$ cat config.mk
export PLATFORM = sky130hd
export DESIGN_NAME = bridge_cfg_space
export DESIGN_NICKNAME = d
export VERILOG_FILES = /design/src/rtl/bridge_cfg_space.sv
export SDC_FILE = /design/constraint.sdc
export NUM_CORES = 2
export LEC_CHECK = 0
export BUFFER_PORTS_ARGS = -buffer_cell sky130_fd_sc_hd__buf_2
export CELL_PAD_IN_SITES_DETAIL_PLACEMENT = 1
export CELL_PAD_IN_SITES_GLOBAL_PLACEMENT = 2
export CORE_MARGIN = 10
export CORE_UTILIZATION = 25
export DETAILED_ROUTE_END_ITERATION = 16
export PLACE_DENSITY_LB_ADDON = 0.1
export REMOVE_ABC_BUFFERS = 1
export SYNTH_ARGS = -nofsm -noshare
export SYNTH_HDL_FRONTEND = slang
export SYNTH_SLANG_ARGS = --single-unit
$ cat constraint.sdc
create_clock -name clk -period 4 [get_ports clk]
set_input_delay 0.8 -clock clk [delete_from_list [all_inputs] [get_ports clk]]
set_output_delay 0.8 -clock clk [all_outputs]
set_load 0.05 [all_outputs]
$ cat src/rtl/bridge_cfg_space.sv
module bridge_cfg_space #(
  parameter int FUNC_W = 3
) (
  input  logic              clk,
  input  logic              rst_n,
  input  logic [FUNC_W-1:0] fn_num,
  input  logic [7:0]        reg_off,
  input  logic [7:0]        wr_data,
  input  logic              wr_en,
  input  logic              rd_en,
  output logic [7:0]        rd_data,
  output logic              level_conv_en,
  output logic [15:0]       pin_route
);

  localparam int NBYTES = 256;

  logic [NBYTES-1:0][7:0] cfg;
  logic                   fn_zero;
  logic [15:0]            rule;

  assign fn_zero = (fn_num == '0);

  function automatic logic [7:0] reset_val(input logic [7:0] a);
    case (a)
      8'h00: return 8'h45;
      8'h01: return 8'h10;
      8'h02: return 8'h22;
      8'h03: return 8'hC8;
      8'h04: return 8'h07;
      8'h06: return 8'h80;
      8'h07: return 8'h02;
      8'h08: return 8'h01;
      8'h0B: return 8'h06;
      8'h0D: return 8'h20;
      8'h40: return 8'h01;
      8'h41: return 8'h0C;
      8'h43: return 8'h02;
      8'h52: return 8'h06;
      8'h53: return 8'h90;
      default: return 8'h00;
    endcase
  endfunction

  // {write mask, forced ones}
  function automatic logic [15:0] wr_rule(input logic [7:0] a);
    case (a)
      8'h04: return {8'h40, 8'h07};
      8'h0D: return {8'hFF, 8'h00};
      8'h40: return {8'hC0, 8'h01};
      8'h41: return {8'hCF, 8'h00};
      8'h42: return {8'hF8, 8'h00};
      8'h43: return {8'hFF, 8'h00};
      8'h58, 8'h60, 8'h68, 8'h70, 8'h79: return {8'hFC, 8'h00};
      8'h74: return {8'hF8, 8'h00};
      8'h7F: return {8'h03, 8'h00};
      default:
        if ((a >= 8'h45 && a <= 8'h82) || (a >= 8'h84 && a <= 8'h86) ||
            (a >= 8'h88 && a <= 8'h8F))
          return {8'hFF, 8'h00};
        else
          return 16'h0000;
    endcase
  endfunction

  assign rule = wr_rule(reg_off);

  always_ff @(posedge clk) begin
    if (!rst_n) begin
      for (int i = 0; i < NBYTES; i++) cfg[i] <= reset_val(8'(i));
    end else if (wr_en && fn_zero) begin
      if (reg_off == 8'h07)
        cfg[7] <= cfg[7] & ~(wr_data & 8'hF9);
      else if (reg_off == 8'h06) begin
        if (!cfg[8'h52][2]) cfg[6] <= wr_data & 8'h80;
      end else
        cfg[reg_off] <= (cfg[reg_off] & ~rule[15:8]) | (wr_data & rule[15:8]) | rule[7:0];
    end
  end

  assign rd_data       = !rd_en ? 8'h00 : (fn_zero ? cfg[reg_off] : 8'hFF);
  assign level_conv_en = cfg[8'h53][3];
  assign pin_route     = {cfg[8'h81], cfg[8'h80]};


  cmd_low_bits_chk: assert property (@(posedge clk) disable iff (!rst_n)
    cfg[4][2:0] == 3'b111);


  status_lock_chk: assert property (@(posedge clk) disable iff (!rst_n)
    (wr_en && fn_zero && reg_off == 8'h06 && cfg[8'h52][2]) |=> $stable(cfg[6]));


  w1c_clear_chk: assert property (@(posedge clk) disable iff (!rst_n)
    (wr_en && fn_zero && reg_off == 8'h07) |=> ((cfg[7] & $past(wr_data) & 8'hF9) == 8'h00));


  foreign_fn_write_chk: assert property (@(posedge clk) disable iff (!rst_n)
    (wr_en && !fn_zero) |=> $stable(cfg));


  vendor_id_chk: assert property (@(posedge clk) disable iff (!rst_n)
    $past(rst_n) |-> (cfg[0] == 8'h45 && cfg[1] == 8'h10));

endmodule

==> impl_summary.md <==
Run status
The run finished, with violations left. The final reports fail on negative setup slack.

Drt
The number of search-and-repair iterations in the first detailed-routing pass is 5. The total number of vias is 51,389. The average wire per standard cell is 23.7 microns. In this run the remaining antenna-violating nets after routing total 0. The wire length after detailed routing is 266,000 microns. The DRC violation count after routing is 0. In the routed layout, each cell is associated on average with a via count of 4.58. The detailed router finished its first iteration with 2,742 violations.

Power
The part of the total power dissipated in combinational logic is 5.2%. The ratio of total power to cell area is 475 nW/um^2. The share of power burned in the clock network is 49.6%. IR analysis of the VDD net gives a maximum drop of 0.000346 V. The sequential fraction of design power is 45.2%. Summed over all cells, the static leakage comes to 36.5 nW. The internal power of the cells totals 34.5 mW.

In this run switching power makes up 23.6% of total power. For this design the total switching power over the nets is 10.7 mW.

Hold path
The source of the worst hold timing path is wr_data[4]. The tightest min-delay check is of the in -> reg type.

Setup path
The family with the most delay on the worst path is buffers and inverters. The total buffers and inverters traversed by the critical path is 7. The critical path startpoint category is an input port. At the worst endpoint, the arrival time is 3.85 ns. The critical path capture point type is an output port. The worst setup path startpoint is reg_off[0].

The cell at the slowest stage of the critical path is sky130_fd_sc_hd__mux4_2. Of all nets on the critical path, the largest fanout is 7. The launch point of the worst reg-to-reg path is cfg[658]$_SDFFE_PN1P_. The required time at the worst-slack endpoint is 3.20 ns. Traced cell by cell, the critical path runs through buf_16, buf_16, buf_12, buf_12, buf_4, mux4_2, a22oi_1, a21oi_2, nor4_4, buf_4, o22ai_4, o31a_1, buf_6. The category of the most critical setup path is in -> out.

On the worst path, the slowest cell contributes a delay of 0.50 ns.

Synthesis
The cell count after synthesis came out at 6,672. The number of synthesized flops with an enable pin is 0. The netlist area before placement is 76,200 sq um. For this run, the number of Yosys warnings is 0. The number of synthesized register bits is 2,048. The mean area per synthesized cell is 11.4 sq um. For this run, asynchronously set or reset flops after synthesis account for 0%.

The synthesized design spends more area on one cell type than any other, namely sky130_fd_sc_hd__dfxtp_1. The top cell type by area accounts for 53.8% of the synthesized area. For this run, the leading register cell type out of synthesis is sky130_fd_sc_hd__dfxtp_1.

The share of the Yosys chip area taken by registers is 53.8%. The distinct cell type count after synthesis is 61. By area the synthesized netlist is led by sky130_fd_sc_hd__dfxtp_1 54%, sky130_fd_sc_hd__mux4_2 16%, sky130_fd_sc_hd__and2_1 12%.

Floorplanning
The placeable core area is 303,000 sq um. The width of the chip is 572 microns. The initial core utilization is 25.1%.

The chip height is 572 microns. The area enclosed by the die boundary is 327,000 sq um. The number of core rows is 202. The top-level port count is 48.

Timing
The number of hold violations in the final report is 0. For the pin with the worst max-slew slack, the measured transition is 1.39 ns. The maximum frequency from static timing analysis is 0.215 GHz.

The number of max-slew violations in the final report is 0. The final setup violation count is 8. After layout, the worst setup slack is -0.653 ns. Of the available clock period, the critical path in the final layout requires 116%. The routed design could run at a clock period as short as 4.65 ns. The final worst clock skew is 0.0142 ns.

Hold is met by 0.269 ns. The relative max-transition margin is 6.93%. Setup repair after global routing could not meet its margin everywhere.

Clock network
The number of CTS-inserted buffers is 245. After clock tree synthesis, the clock-pin slew on the worst setup and hold paths is 0.06 ns. The post-cts hold buffer count is 0.

The H-tree generated during clock tree synthesis spans 4 levels. The buffer cell driving the clock tree root is sky130_fd_sc_hd__clkbuf_16. The clock reaches the later pin of the worst-skew pair after 0.91 ns. The maximum count of clock buffers along a single path is 4. TritonCTS built the clock tree. The clock net in this run drives a total of 2,048 sinks.

Global route
Global routing consumed, on the met3 layer, 1.93% of the routing resources. For met1 alone, demand over resource in global routing was 22.8%. The number of antenna violations at the first check in global routing was 11. The number of global-route vias before repair came to 54,685. The global-route wire length before repair is 394,000 microns.

Global routing finished with a remaining overflow of 0. The most crowded layer after global routing is met2. The overall global routing resource usage is 16.0%. Global routing used 25.8% of the available met2 tracks. Entering global routing, the biggest net connects 172 pins.

Flow run
The count of max-cap constraint violations is 0.

Placement
After legalization and detailed placement, the total HPWL measured 180,000 microns. The number of port buffers is 47. Summing all placed instances gives a cell area of 85,100 sq um. The routability congestion estimate from global placement is 0.778.

Layout
The finished cells cover 95,000 sq um. The library cells used most frequently in the layout, excluding fill and tap cells, are 2,048 x sky130_fd_sc_hd__dfxtp_1, 1,430 x sky130_fd_sc_hd__and2_1, 527 x sky130_fd_sc_hd__mux4_2. For this run, the share of the core covered by cells in the final layout is 31.4%. The area overhead of the layout relative to synthesis is 24.7%. The number of inserted filler cells in the final layout is 32,507. The leading cell type in the layout, fill and taps excluded is sky130_fd_sc_hd__dfxtp_1.

The proportion of layout cells with a drive suffix above 1 is 23.9%. The final layout net count is 7,076.
[cell families (layout without fill, tap and decap cells)]
| group | Yosys count | in the layout | synth area share (%) |
|---|---|---|---|
| buffers and inverters | 578 | 1155 | 3.39 |
| DFF | 2048 | 2048 | 53.8 |
| other | 0 | 4 | 0 |
| AOI/OAI and AO/OA | 1143 | 1143 | 9.15 |
| muxes | 657 | 657 | 17.3 |
| and+or+nand+nor | 2246 | 2246 | 16.4 |
[registers in the layout, summed over array words and instances, names as in the netlist]
signal and count:
level_conv_en 1, cfg 2031, pin_route 16
[cell type report]
type	count	area, sq um	share of cell area [%]
Sequential cell	2048	41000	43.1
Multi-Input combinational cell	4046	33300	35.1
Timing Repair Buffer	708	7620	8.02
Clock buffer	372	7250	7.63
Tap cell	3978	4980	5.24
Clock inverter	71	840	0.883
Inverter	4	15.0	0.0158
Antenna cell	4	10.0	0.0105
[Yosys cell counts, types with 41 or more instances]
cell type                     n
sky130_fd_sc_hd__and2_1    1431
sky130_fd_sc_hd__mux4_2     527
sky130_fd_sc_hd__a21boi_0   114
sky130_fd_sc_hd__buf_2      128
sky130_fd_sc_hd__clkbuf_1   350
sky130_fd_sc_hd__nor2b_1     43
sky130_fd_sc_hd__buf_4       43
sky130_fd_sc_hd__o211a_1     75
sky130_fd_sc_hd__nand2_1    467
sky130_fd_sc_hd__mux2i_1    124
sky130_fd_sc_hd__o21ai_0    391
sky130_fd_sc_hd__nor2_1     130
sky130_fd_sc_hd__dfxtp_1   2048
sky130_fd_sc_hd__buf_1       41
sky130_fd_sc_hd__a22oi_1     92
sky130_fd_sc_hd__nand3_1     85
sky130_fd_sc_hd__a21oi_1    350
[metal layers]
metal | up-vias | wire length, microns
met5 | - | 0
met4 | 0 | 5930
met3 | 316 | 7700
met2 | 630 | 121000
met1 | 26441 | 131000
li1 | 24002 | -
[path summary, 6_finish.rpt]
| path | endpoint | slack (ns) | cells after the start |
|---|---|---|---|
| max | rd_data[4] | -0.65 | 13 |
| min reg2reg | cfg[62]$_SDFFE_PN0P_ | 0.44 | 2 |
| min | cfg[60]$_SDFFE_PN0P_ | 0.27 | 2 |
| max reg2reg | cfg[52]$_SDFFE_PN0P_ | 2.44 | 4 |
[power by group through the flow]
stage	clock network, mW	logic, mW	registers (mW)
2_1_floorplan	0	0.496	20.8
3_3_place_gp	0	2.24	20.8
3_5_place_dp	0	2.24	20.8
4_1_cts	23.3	2.41	20.4
5_1_grt	24.1	2.52	20.4
6_report	22.4	2.37	20.4
[per-stage QoR]
step	worst slack [ns]	setup TNS, ns	total power [mW]	std cells
2_1_floorplan	-2.74	-618.95	21.3	6098
3_3_place_gp	-2.36	-70.72	23.1	10712
3_5_place_dp	-1.60	-77.24	23.1	10713
4_1_cts	-0.660	-4.63	46.1	11205
5_1_grt	-0.647	-4.64	47.0	11229
6_report	-0.653	-4.15	45.2	11231
[repair_timing]
| item | CTS | global route |
|---|---|---|
| setup endpoints to repair | 8 | 8 |
| gates resized for setup | 181 | 31 |
| buffers inserted | 47 | 28 |
| cloned | 10 | 1 |
| pin swaps | 44 | 26 |
(Power assumes the default switching activity.)
